[config.mk]
export PLATFORM = sky130hd
export DESIGN_NAME = serport_csr
export DESIGN_NICKNAME = d
export VERILOG_FILES = /design/src/rtl/serport_pkg.sv /design/src/rtl/serport_flag.sv /design/src/rtl/serport_ctrl.sv /design/src/rtl/serport_irq.sv /design/src/rtl/serport_csr.sv
export SDC_FILE = /design/constraint.sdc
export NUM_CORES = 1
export LEC_CHECK = 0
export ABC_CLOCK_PERIOD_IN_PS = 1100
export BUFFER_PORTS_ARGS = -buffer_cell sky130_fd_sc_hd__buf_2
export CORE_MARGIN = 3
export CORE_UTILIZATION = 35
export DETAILED_ROUTE_END_ITERATION = 10
export PLACE_DENSITY_LB_ADDON = 0.12
export SYNTH_ARGS = -nofsm -noshare
export SYNTH_HDL_FRONTEND = slang
export SYNTH_SLANG_ARGS = --single-unit
[constraint.sdc]
create_clock -name clk -period 1.1 [get_ports clk]
set_clock_uncertainty 0.2 [all_clocks]
set_input_delay 0.165 -clock clk [delete_from_list [all_inputs] [get_ports clk]]
set_output_delay 0.165 -clock clk [all_outputs]
set_load 0.02 [all_outputs]
[src/rtl/serport_pkg.sv]
package serport_pkg;
  // status flag positions
  localparam int NFLAG   = 5;
  localparam int F_TXE   = 0;
  localparam int F_RXF   = 1;
  localparam int F_FER   = 2;
  localparam int F_PER   = 3;
  localparam int F_OVR   = 4;
  // control bit positions
  localparam int CT_W    = 3;
  localparam int C_RXEN  = 0;
  localparam int C_TXEN  = 1;
  localparam int C_RXIE  = 2;

  function automatic logic flag_rst_val(input int idx);
    return (idx == F_TXE);
  endfunction
endpackage

[src/rtl/serport_flag.sv]
module serport_flag #(
  parameter logic RST_VAL = 1'b0
) (
  input  logic clk,
  input  logic rst,
  input  logic set_i,
  input  logic hold_i,
  input  logic rd_i,
  input  logic wr0_i,
  output logic flag_o,
  output logic clr_o
);
  logic armed_q;
  logic clr_req;

  assign clr_req = wr0_i & armed_q;
  assign clr_o   = clr_req & ~set_i & ~hold_i;

  always_ff @(posedge clk) begin
    if (rst)               armed_q <= 1'b0;
    else if (clr_req)      armed_q <= 1'b0;
    else if (rd_i & flag_o) armed_q <= 1'b1;
  end

  always_ff @(posedge clk) begin
    if (rst)                 flag_o <= RST_VAL;
    else if (set_i | hold_i) flag_o <= 1'b1;
    else if (clr_req)        flag_o <= 1'b0;
  end
endmodule

[src/rtl/serport_ctrl.sv]
module serport_ctrl
  import serport_pkg::*;
(
  input  logic            clk,
  input  logic            rst,
  input  logic            wr_i,
  input  logic [CT_W-1:0] wdata_i,
  input  logic            mode_sync_i,
  input  logic            start_det_i,
  input  logic            clk_det_i,
  input  logic            tx_clr_i,
  output logic [CT_W-1:0] ctl_o,
  output logic            rx_start_o,
  output logic            tx_start_o
);
  logic det_sel;
  assign det_sel = mode_sync_i ? clk_det_i : start_det_i;

  always_ff @(posedge clk) begin
    if (rst) begin
      ctl_o      <= '0;
      rx_start_o <= 1'b0;
      tx_start_o <= 1'b0;
    end else begin
      if (wr_i) ctl_o <= wdata_i;
      rx_start_o <= ctl_o[C_RXEN] & det_sel;
      tx_start_o <= ctl_o[C_TXEN] & tx_clr_i;
    end
  end
endmodule

[src/rtl/serport_irq.sv]
module serport_irq
  import serport_pkg::*;
(
  input  logic             clk,
  input  logic             rst,
  input  logic             ie_i,
  input  logic [NFLAG-1:0] flag_i,
  output logic             irq_rxf_o,
  output logic             irq_rxe_o
);
  logic any_err;
  assign any_err = flag_i[F_FER] | flag_i[F_PER] | flag_i[F_OVR];

  always_ff @(posedge clk) begin
    if (rst) begin
      irq_rxf_o <= 1'b0;
      irq_rxe_o <= 1'b0;
    end else begin
      irq_rxf_o <= ie_i & flag_i[F_RXF];
      irq_rxe_o <= ie_i & any_err;
    end
  end
endmodule

[src/rtl/serport_csr.sv]
module serport_csr
  import serport_pkg::*;
#(
  parameter int DW = 8
) (
  input  logic          clk,
  input  logic          rst,
  input  logic          bus_sel_i,
  input  logic          bus_wr_i,
  input  logic          bus_rd_i,
  input  logic          bus_addr_i,
  input  logic [DW-1:0] bus_wdata_i,
  output logic [DW-1:0] bus_rdata_o,
  input  logic          mode_sync_i,
  input  logic          rx_frame_done_i,
  input  logic          rx_frame_err_i,
  input  logic          rx_parity_err_i,
  input  logic          tx_load_i,
  input  logic          rx_start_det_i,
  input  logic          rx_clk_det_i,
  output logic          rx_start_o,
  output logic          rx_load_o,
  output logic          tx_start_o,
  output logic          irq_rxf_o,
  output logic          irq_rxe_o
);
  logic             ctl_wr, st_wr, st_rd, any_rd;
  logic [CT_W-1:0]  ctl_q;
  logic [NFLAG-1:0] flag_q, flag_set, flag_hold, flag_clr;
  logic             rx_on;

  assign ctl_wr = bus_sel_i & bus_wr_i & ~bus_addr_i;
  assign st_wr  = bus_sel_i & bus_wr_i & bus_addr_i;
  assign any_rd = bus_sel_i & bus_rd_i & ~bus_wr_i;
  assign st_rd  = any_rd & bus_addr_i;
  assign rx_on  = ctl_q[C_RXEN];

  always_comb begin
    flag_set         = '0;
    flag_hold        = '0;
    flag_set[F_TXE]  = tx_load_i;
    flag_hold[F_TXE] = ~ctl_q[C_TXEN];
    flag_set[F_RXF]  = rx_on & rx_frame_done_i & ~flag_q[F_RXF];
    flag_set[F_FER]  = rx_on & rx_frame_err_i;
    flag_set[F_PER]  = rx_on & rx_parity_err_i;
    flag_set[F_OVR]  = rx_on & rx_frame_done_i & flag_q[F_RXF];
  end

  for (genvar i = 0; i < NFLAG; i++) begin : g_flag
    serport_flag #(.RST_VAL(flag_rst_val(i))) u_flag (
      .clk    (clk),
      .rst    (rst),
      .set_i  (flag_set[i]),
      .hold_i (flag_hold[i]),
      .rd_i   (st_rd),
      .wr0_i  (st_wr & ~bus_wdata_i[i]),
      .flag_o (flag_q[i]),
      .clr_o  (flag_clr[i])
    );
  end

  serport_ctrl u_ctrl (
    .clk         (clk),
    .rst         (rst),
    .wr_i        (ctl_wr),
    .wdata_i     (bus_wdata_i[CT_W-1:0]),
    .mode_sync_i (mode_sync_i),
    .start_det_i (rx_start_det_i),
    .clk_det_i   (rx_clk_det_i),
    .tx_clr_i    (flag_clr[F_TXE]),
    .ctl_o       (ctl_q),
    .rx_start_o  (rx_start_o),
    .tx_start_o  (tx_start_o)
  );

  serport_irq u_irq (
    .clk       (clk),
    .rst       (rst),
    .ie_i      (ctl_q[C_RXIE]),
    .flag_i    (flag_q),
    .irq_rxf_o (irq_rxf_o),
    .irq_rxe_o (irq_rxe_o)
  );

  always_ff @(posedge clk) begin
    if (rst) begin
      bus_rdata_o <= '0;
      rx_load_o   <= 1'b0;
    end else begin
      rx_load_o <= flag_set[F_RXF];
      if (any_rd)
        bus_rdata_o <= bus_addr_i ? DW'(flag_q) : DW'(ctl_q);
    end
  end
endmodule

Yosys cells after proc, flatten, opt, wreduce, memory -nomap -nowiden
Cells that the tools add are included.
{"block": "totals", "ff_bits": 26, "input_bits": 21, "output_inout_bits": 13, "word_cells": 82}
{"block": "op_classes", "mux": 10, "bitwise": 45, "reduce_logical": 10}
{"cell": "$and 1x1->1", "count": 32}
{"cell": "$reduce_or 2->1", "count": 6}
{"cell": "$not 1->1", "count": 10}
{"cell": "$mux 1", "count": 9}
{"cell": "$reduce_bool 2->1", "count": 4}
{"cell": "$mux 5", "count": 1}
{"cell": "$or 1x1->1", "count": 3}

Longest topological paths before layout
Gate-level depths: netlist of the first run.
{"block": "depth", "word_depth": 7, "ltp_mapped": 4}

By module
A second synthesis of the first run with hierarchy kept.
{"block": "unflattened", "hier_cells": 108, "hier_area_um2": 1012.2}
{"module": "serport_flag (g_flag[1].u_flag ...)", "n_inst": 4, "cells_per_inst": 9, "area_each_um2": 87.6}
{"module": "serport_csr", "n_inst": 1, "cells_per_inst": 44, "area_each_um2": 344.1}
{"module": "serport_ctrl", "n_inst": 1, "cells_per_inst": 15, "area_each_um2": 166.4}
{"module": "serport_flag (g_flag[0].u_flag)", "n_inst": 1, "cells_per_inst": 8, "area_each_um2": 80.1}
{"module": "serport_irq", "n_inst": 1, "cells_per_inst": 5, "area_each_um2": 71.3}

Worst setup path after synthesis of the first run
No wires, ideal clock.
{"block": "synth_path", "kind": "reg2reg", "startpoint": "register g_flag[1].u_flag.flag_o", "endpoint": "register g_flag[1].u_flag.flag_o", "setup_time_ns": 0.119, "t_arrival_ns": 0.727, "setup_slack_ns": 0.054, "path_stages_with_launch": 3, "n_path_buf": 0, "cell_sequence": "dfxtp_1 and4bb_2 o21bai_1"}
{"block": "synth_via", "elab_chain_len": 3}
{"element": "start, declared", "line_no": "serport_flag.sv:10", "source": "output logic flag_o,"}
{"element": "start signal, assigned", "line_no": "serport_flag.sv:26", "source": "if (rst) flag_o <= RST_VAL;"}
{"element": "start signal, assigned", "line_no": "serport_flag.sv:27", "source": "else if (set_i | hold_i) flag_o <= 1'b1;"}
{"element": "start signal, assigned", "line_no": "serport_flag.sv:28", "source": "else if (clr_req) flag_o <= 1'b0;"}
{"element": "$not 1->1 *", "line_no": "serport_csr.sv:43", "source": "flag_set[F_RXF] = rx_on & rx_frame_done_i & ~flag_q[F_RXF];"}
{"element": "$and 1x1->1 *", "line_no": "serport_csr.sv:43"}
{"element": "$mux 1 or $reduce_bool 2->1 (tied branches)"}
Every way passes the cells marked *; elsewhere a longest branch is shown, timed or not.
A chain may end at the register's enable or synchronous reset.

Worst setup path after layout of the first run
{"block": "layout_path", "startpoint": "input port bus_wdata_i[2]", "endpoint": "register g_flag[2].u_flag.flag_o"}
{"block": "layout_via", "elab_chain_len": 4}
{"element": "start, declared", "line_no": "serport_csr.sv:12", "source": "input logic [DW-1:0] bus_wdata_i,"}
{"element": "$not 1->1", "line_no": "serport_csr.sv:56", "source": ".wr0_i (st_wr & ~bus_wdata_i[i]),"}
{"element": "$and 1x1->1", "line_no": "serport_csr.sv:56"}
{"element": "$and 1x1->1", "line_no": "serport_flag.sv:16", "source": "assign clr_req = wr0_i & armed_q;"}
{"element": "$reduce_bool 2->1 (no source line)"}
{"element": "end signal, assigned", "line_no": "serport_flag.sv:26"}
{"element": "end signal, assigned", "line_no": "serport_flag.sv:27"}
{"element": "end signal, assigned", "line_no": "serport_flag.sv:28"}
{"element": "end, declared", "line_no": "serport_flag.sv:10"}
Every way passes these cells.

==> impl_metrics.csv, run 1 <==
group,metric,value,unit
power,finalPower,1.46,mW
synthesis,synth.yosys.seq_area_share,0.488,
clocking,cts-root-buf,"clkbuf_4",
worst_hold_path,holdPathEnd,"u_ctrl.ctl_o[0]",
floorplanning,row_count,18,
cells_and_area,area_growth,45.2,%
critical_path,start_kind,"primary input",
cells_and_area,final_area,1370,um^2
placed_design,routabilityCongestion,0.690,
detailed_routing,drt_iter0_markers,16,
power,share_clk_of_total_power,0.278,
global_routing,grt_pass1_vias,856,
worst_hold_path,hp-class,"primary input to flip-flop",
clocking,htreeDepth,1,
global_routing,busiest_layer,"met2",
global_routing,grt_pass1_wl,3570,um
timing,max_freq,847,MHz
clocking,clock-sinks,23,
detailed_routing,vias,851,
critical_path,path_class,"primary input to flip-flop",
status,status,"finished with violations",
power,p_sw_frac,0.253,
critical_path,reg2reg_from,"g_flag[1].u_flag.flag_o",
synthesis,synth_seq_cells,23,
synthesis,synthTopCellsByArea,"dfxtp_1 49%, mux2i_1 7.4%, nor2_1 4.4%",
critical_path,reg2reg_to,"g_flag[1].u_flag.flag_o",
floorplanning,die_h,57.9,um
synthesis,syn_area,943,um^2
timing,fin_crit,1180,ps
critical_path,path_cells,"buf_2, dlygate4sd3_1, o31ai_2, a21oi_1",
synthesis,avgSynthCellArea,9.73,um^2
synthesis,synth_edf_count,0,
global_routing,grt_util_met1,0.176,
worst_hold_path,holdPathStages,3,
critical_path,cp_slowest_cell,"dlygate4sd3_1",
global_routing,met2_usage,0.223,
detailed_routing,detail_route.wl_per_cell,12.8,um
critical_path,worstSetupEndpointType,"flip-flop",
placed_design,port_buffers,27,
power,power.switching,370,uW
floorplanning,fp.coreArea,2520,um^2
power,ir_worst_vdd,0.000782,V
critical_path,cp.arrival,1200,ps
worst_hold_path,min-delay-start,"rst",
critical_path,required,1120,ps
cells_and_area,fin_util,0.543,
cells_and_area,layoutNonFillerInstCount,171,
floorplanning,die_w,57.9,um
power,p_per_area,1070,nW/um^2
critical_path,critical_path.max_stage_delay,600,ps
placed_design,placed_cells,159,
timing,finalSetupViolations,12,
cells_and_area,final.fill_count,244,
cells_and_area,n_antenna_cell,0,
critical_path,timing.reg2reg.setup_slack,50,ps
detailed_routing,final_antenna_net_count,0,
placed_design,dp_slack,-138,ps
power,p_int,1.09,mW
status,violations,"hold timing, setup timing",
critical_path,cp_max_fo,3,
power,leakage,0.578,nW
clocking,cts_tree,"built",
timing,worst_slack,-80.4,ps
power,pwr-share-seq,0.590,
clocking,clk_pin_slew,140,ps
global_routing,grtUsageMet3,0.0490,
global_routing,grt_max_degree,15,
detailed_routing,wl,2190,um
floorplanning,pin_count,34,
global_routing,overflow,0,
synthesis,syn_inst,97,
floorplanning,initial_core_util,0.374,
synthesis,ys_types,29,
power,combPwrFrac,0.132,
detailed_routing,post-route-drc-count,0,
run,drv_cap,0,
synthesis,ys.flop_type,"dfxtp_1",
cells_and_area,fin_nets,163,
synthesis,yosysTopAreaCellShare,0.488,
synthesis,synth_top_cell_by_area,"dfxtp_1",
timing,holdWs,-40.1,ps
timing,period_share,1.07,
placed_design,hpwlAfterDp,1540,um
detailed_routing,firstDrtPassIters,4,
cells_and_area,drive_gt1_frac,0.426,
clocking,cts_made_buffers,3,
global_routing,antenna_found_initial,0,
floorplanning,die-area,3350,um^2
critical_path,rr_worst_depth,2,
clocking,clk_latency,320,ps
synthesis,synth_warnings,0,
global_routing,grt_use_total,0.139,
synthesis,async_flop_share,0,
timing,final-hold-violation-count,4,
timing,maxSlewViolCount,0,
placed_design,placed_cell_area,1160,um^2
clocking,clock_path_buffers,2,
timing,rsz0062_at_grt,"yes",
detailed_routing,routed_via_density,4.98,
## kinds of logic (layout without fill, tap and decap cells)
logic type	Yosys count	after routing	synth area share
compound gates	20	20	0.135
buf+inv	9	51	0.0610
flops	23	23	0.488
mux	7	7	0.0743
other cells	1	3	0.00397
simple gates	37	37	0.237
## critical path, delay by kind of cell
| kind | cells | cell delay (ps) |
|---|---|---|
| buffers and inverters | 2 | 690 |
| AO/OA/AOI/OAI | 2 | 350 |
## power groups by stage
| stage | logic [mW] | clock network (mW) | registers, mW |
|---|---|---|---|
| final | 0.193 | 0.406 | 0.862 |
| after global routing | 0.211 | 0.458 | 0.865 |
| after CTS | 0.187 | 0.420 | 0.862 |
| after detailed placement | 0.159 | 0 | 0.877 |
| after global placement | 0.157 | 0 | 0.877 |
| after floorplan | 0.0818 | 0 | 0.883 |
## cell usage in the layout, fill, tap and decap left out, types with 5 or more instances in the layout
master,netlist,routed
a21oi_1,5,5
buf_2,1,16
buf_4,4,10
buf_6,1,10
dfxtp_1,23,10
dfxtp_2,0,13
dlygate4sd3_1,0,8
mux2i_1,7,7
nor2_1,11,9
## repair_timing
item | CTS | global route
setup buffers | 0 | 1
endpoints found under the hold margin | 16 | 9
pin swaps | 0 | 2
setup endpoints to repair | 13 | 16
hold buffers | 7 | 2
gates resized for setup | 32 | 7
## metrics by stage
step	hold slack [ps]	TNS, ps
after floorplan	109	0
after global placement	218	-1110
after detailed placement	234	-1160
after CTS	-93.6	-632
after global routing	-39.7	-1020
final	-40.1	-638
## state kept, by name, indices dropped and copies added (netlist names)
register               count
g_flag.u_flag.flag_o       5
rx_load_o                  1
g_flag.u_flag.armed_q      5
u_ctrl.ctl_o               3
u_irq.irq_rxe_o            1
u_ctrl.tx_start_o          1
u_irq.irq_rxf_o            1
u_ctrl.rx_start_o          1
bus_rdata_o                5
## synth_stat cells, types with 3 or more instances
library cell,number
nand2_1,4
nand2b_1,4
dfxtp_1,23
nor3b_1,5
nor2_1,11
buf_4,4
a21oi_1,5
nand3b_1,3
o21ai_0,5
mux2i_1,7
a211oi_1,3
## cell type report
| type | count | area, um^2 | share of cell area |
|---|---|---|---|
| repair buffers | 45 | 368 | 0.268 |
| well taps | 30 | 37.5 | 0.0274 |
| inverters | 2 | 7.51 | 0.00548 |
| multi-input cells | 67 | 453 | 0.331 |
| flip-flops and latches | 23 | 477 | 0.348 |
| clock buffers | 3 | 22.5 | 0.0164 |
| clock inverters | 1 | 5.00 | 0.00365 |
## routing by layer
| metal | vias to the layer above | wire (um) | part of all wire |
|---|---|---|---|
| li1 | 427 | - | - |
| met1 | 395 | 977 | 0.45 |
| met2 | 27 | 1070 | 0.49 |
| met3 | 2 | 131 | 0.060 |
| met4 | 0 | 14 | 0.0064 |
| met5 | - | 0 | 0 |
## worst max path at each step
stage | cells after the start | slack [ps] | startpoint | end
after detailed placement | 4 | -140 | bus_addr_i | g_flag[2].u_flag.flag_o
after floorplan | 2 | 50 | g_flag[1].u_flag.flag_o | g_flag[1].u_flag.flag_o
after CTS | 1 | -70 | bus_rdata_o[2] | bus_rdata_o[2]
after global placement | 5 | -110 | bus_wr_i | g_flag[3].u_flag.armed_q
after global routing | 1 | -100 | bus_rdata_o[2] | bus_rdata_o[2]
final | 4 | -80 | bus_wdata_i[2] | g_flag[2].u_flag.flag_o
Power figures use the tool's default switching activity.
==> run 2, diff against run 1 <==
- CORE_MARGIN: 3 -> unset
- CORE_UTILIZATION: 35 -> 42
==> impl_metrics.csv, run 2 (synthesis results as in run 1) <==
group,metric,value,unit
cells_and_area,fin_util,0.680,
detailed_routing,routed_via_density,5.02,
global_routing,grt_pass1_vias,808,
floorplanning,die_w,49.4,um
global_routing,grt_max_degree,13,
cells_and_area,area_growth,47.1,%
cells_and_area,drive_gt1_frac,0.427,
cells_and_area,ff_latch_area,480,um^2
worst_hold_path,hp-class,"primary input to flip-flop",
detailed_routing,detail_route.wl_per_cell,12.2,um
critical_path,critPathTopFamily,"flip-flops",
critical_path,required,730,ps
clocking,clock_path_buffers,2,
status,status,"finished with violations",
placed_design,hpwlAfterDp,1460,um
cells_and_area,fin_nets,165,
detailed_routing,wl,2080,um
detailed_routing,drt_iter0_markers,6,
global_routing,grt_use_total,0.181,
power,ir_worst_vdd,0.000690,V
power,leakage,0.595,nW
critical_path,start_kind,"flip-flop",
timing,finalSetupViolations,10,
timing,max_freq,879,MHz
floorplanning,fp.coreArea,2040,um^2
floorplanning,die_h,49.4,um
clocking,clk_pin_slew,130,ps
cells_and_area,layoutNonFillerInstCount,170,
global_routing,grt_pass1_wl,3440,um
timing,maxSlewViolCount,0,
clocking,clock-sinks,23,
status,violations,"hold timing, setup timing",
clocking,cts_tree,"built",
cells_and_area,multi_input_area,454,um^2
detailed_routing,final_antenna_net_count,0,
critical_path,cp_max_fo,2,
placed_design,placed_cell_area,1160,um^2
cells_and_area,final_area,1390,um^2
clocking,clk_latency,300,ps
critical_path,worstSetupEndpointType,"output pin",
timing,fin_crit,1140,ps
critical_path,cp_slowest_cell,"dfxtp_2",
timing,period_share,1.03,
timing,worst_slack,-38.1,ps
clocking,cts_made_buffers,3,
global_routing,overflow,0,
critical_path,path_class,"flip-flop to output pin",
placed_design,routabilityCongestion,0.697,
placed_design,port_buffers,27,
power,p_per_area,1040,nW/um^2
power,finalPower,1.44,mW
run,drv_cap,0,
placed_design,placed_cells,156,
critical_path,crit_buf_inv,1,
floorplanning,die-area,2440,um^2
cells_and_area,final.fill_count,183,
timing,final-hold-violation-count,4,
critical_path,path_cells,"buf_6",
cells_and_area,final_common_cell,"buf_2",
cells_and_area,n_antenna_cell,0,
critical_path,cp.arrival,770,ps
critical_path,critical_path.max_stage_delay,350,ps
cells_and_area,layout_common_cells,"17 x buf_2, 13 x dfxtp_2, 10 x nor2_1, 10 x buf_6, 10 x buf_4",
cells_and_area,reg.largest.list,"bus_rdata_o (5), g_flag.u_flag.armed_q (5), g_flag.u_flag.flag_o (5)",
detailed_routing,post-route-drc-count,0,
floorplanning,pin_count,34,
clocking,cts-root-buf,"clkbuf_4",
floorplanning,row_count,16,
floorplanning,initial_core_util,0.462,
timing,rsz0062_at_grt,"yes",
clocking,htreeDepth,1,
global_routing,antenna_found_initial,0,
detailed_routing,firstDrtPassIters,4,
detailed_routing,vias,854,
timing,setup_tns,-243,ps
placed_design,dp_slack,-148,ps
timing,holdWs,-81.8,ps
==> run 2: cell types whose count changed in the layout (fill, tap and decap cells not counted), sizes merged <==
cell / previous run / this run
clkinv: 1 / 0
clkbuf: 3 / 4
dlymetal6s4s: 0 / 1
buf: 37 / 38
==> run 2: power breakdown <==
part	total, mW	internal, mW	switching [mW]
clock network	0.378	0.141	0.237
logic	0.199	0.110	0.0894
registers	0.860	0.847	0.0125
==> run 2: routing by layer <==
metal / wire [um] / global-route usage
met1: 907 / 0.216
met2: 1070 / 0.331
met3: 86 / 0.0249
met4: 13 / 0.0571
met5: 0 / 0
==> run 2: final timing paths <==
path | end | slack, ps | startpoint | depth (start not counted)
max reg2reg | bus_rdata_o[1] | 30 | g_flag[1].u_flag.flag_o | 3
min reg2reg | u_ctrl.tx_start_o | 280 | g_flag[0].u_flag.armed_q | 2
max | bus_rdata_o[4] | -40 | bus_rdata_o[4] | 1
min | u_ctrl.tx_start_o | -80 | tx_load_i | 4
==> run 2: timing repair <==
action                     CTS  global route
pin swaps                    0             2
resized for setup           31            10
hold endpoints to repair    14             7
buffers inserted             1             0
gates cloned                 0             0
hold buffers                 7             2
setup endpoints to repair   13            14
==> run 2: area by class of cell <==
type / instances / share of cell area
inverter: 2 / 0.00541
tap: 27 / 0.0243
timing repair buffer: 47 / 0.278
multi-input combinational: 67 / 0.327
sequential: 23 / 0.346
clock buffer: 4 / 0.0189
==> run 3, diff against run 2 <==
- CELL_PAD_IN_SITES_DETAIL_PLACEMENT: unset -> 0
- CELL_PAD_IN_SITES_GLOBAL_PLACEMENT: unset -> 2
- CORE_UTILIZATION: 42 -> 25
- PLACE_DENSITY_LB_ADDON: 0.12 -> 0.1
==> impl_metrics.csv, run 3 (synthesis results as in run 1) <==
group,metric,value,unit
status,status,"finished with violations",
status,violations,"hold timing",
power,combPwrFrac,0.116,
floorplanning,row_count,21,
detailed_routing,final_antenna_net_count,0,
clocking,postCtsHoldBufs,3,
critical_path,critPathTopFamily,"flip-flops",
critical_path,worstSetupEndpointType,"output pin",
timing,max_freq,925,MHz
timing,period_share,0.983,
floorplanning,die_w,63.4,um
detailed_routing,detail_route.wl_per_cell,12.3,um
detailed_routing,firstDrtPassIters,4,
placed_design,hpwlAfterDp,1730,um
power,p_sw_frac,0.228,
global_routing,grt_pass1_vias,794,
detailed_routing,routed_via_density,4.43,
critical_path,cp.arrival,720,ps
floorplanning,pin_count,34,
power,pwr-share-seq,0.553,
run,drv_cap,0,
global_routing,grt_pass1_wl,3680,um
cells_and_area,fin_nets,163,
clocking,cts_tree,"built",
cells_and_area,final.fill_count,369,
floorplanning,initial_core_util,0.272,
critical_path,required,730,ps
global_routing,grt_max_degree,13,
placed_design,port_buffers,27,
power,p_int,1.20,mW
clocking,clock_path_buffers,2,
worst_hold_path,hp-class,"primary input to flip-flop",
detailed_routing,vias,829,
power,power.switching,354,uW
power,finalPower,1.56,mW
floorplanning,die-area,4020,um^2
detailed_routing,wl,2290,um
clocking,htreeDepth,1,
power,share_clk_of_total_power,0.330,
power,ir_worst_vdd,0.000680,V
placed_design,placed_cell_area,1190,um^2
cells_and_area,final_area,1350,um^2
power,leakage,0.579,nW
critical_path,path_class,"flip-flop to output pin",
timing,holdWs,-33.5,ps
power,p_per_area,1150,nW/um^2
clocking,clock-sinks,23,
placed_design,routabilityCongestion,0.639,
timing,finalSetupViolations,0,
cells_and_area,area_growth,43.5,%
detailed_routing,post-route-drc-count,0,
clocking,clk_pin_slew,80,ps
critical_path,start_kind,"flip-flop",
cells_and_area,reg.largest.list,"bus_rdata_o (5), g_flag.u_flag.armed_q (5), g_flag.u_flag.flag_o (5)",
global_routing,grt_use_total,0.120,
cells_and_area,n_antenna_cell,0,
global_routing,antenna_found_initial,0,
timing,final-hold-violation-count,7,
critical_path,cp_slowest_cell,"dfxtp_2",
timing,setup_tns,0,ps
floorplanning,die_h,63.4,um
global_routing,overflow,0,
critical_path,cp_max_fo,2,
critical_path,path_cells,"buf_6",
critical_path,crit_buf_inv,1,
cells_and_area,layout_common_cells,"17 x buf_2, 16 x buf_4, 12 x dfxtp_1",
clocking,cts-root-buf,"clkbuf_8",
clocking,cts_made_buffers,3,
timing,maxSlewViolCount,0,
timing,rsz0062_at_grt,"yes",
critical_path,critical_path.max_stage_delay,340,ps
cells_and_area,final_common_cell,"buf_2",
cells_and_area,fin_util,0.390,
cells_and_area,drive_gt1_frac,0.404,
detailed_routing,drt_iter0_markers,14,
timing,fin_crit,1080,ps
floorplanning,fp.coreArea,3470,um^2
clocking,clk_latency,260,ps
run 3: routing by layer:
| layer | vias up | part of all wire | global-route usage |
|---|---|---|---|
| li1 | 429 | - | - |
| met1 | 377 | 0.44 | 0.141 |
| met2 | 21 | 0.51 | 0.211 |
| met3 | 2 | 0.047 | 0.0362 |
| met4 | 0 | 0.0065 | 0.0256 |
| met5 | - | 0 | 0 |
run 3: timing repair:
action                                 CTS  global route
endpoints found under the hold margin   10             4
setup buffers                            0             2
resized for setup                       18            12
setup endpoints to repair                9            10
run 3: final cells by class:
| type | instances | area (um^2) | area share |
|---|---|---|---|
| repair buffers | 45 | 337 | 0.249 |
| multi-input cells | 67 | 433 | 0.320 |
| inverters | 2 | 7.51 | 0.00555 |
| flip-flops and latches | 23 | 474 | 0.350 |
| well taps | 46 | 57.6 | 0.0425 |
| clock buffers | 4 | 45.0 | 0.0333 |
run 3: path summary, 6_finish.rpt:
kind                       startpoint                        to  slack [ps]  cells after the start
max                    bus_rdata_o[4]            bus_rdata_o[4]          20                      1
min                         tx_load_i         u_ctrl.tx_start_o         -30                      4
max reg2reg           u_ctrl.ctl_o[0]   g_flag[1].u_flag.flag_o          40                      2
min reg2reg  g_flag[2].u_flag.armed_q  g_flag[2].u_flag.armed_q         270                      2
run 3: per-stage QoR:
step | worst slack, ps | cells
2_1_floorplan | 53.5 | 99
3_3_place_gp | -129 | 178
3_5_place_dp | -131 | 178
4_1_cts | 0.170 | 185
5_1_grt | -24.7 | 187
6_report | 19.1 | 187
run 3: power groups by stage:
stage | combinational [mW] | sequential, mW | clock, mW
floorplan | 0.0818 | 0.883 | 0
global placement | 0.163 | 0.878 | 0
detailed placement | 0.165 | 0.878 | 0
CTS | 0.180 | 0.861 | 0.551
global route | 0.197 | 0.864 | 0.590
finish | 0.181 | 0.861 | 0.514
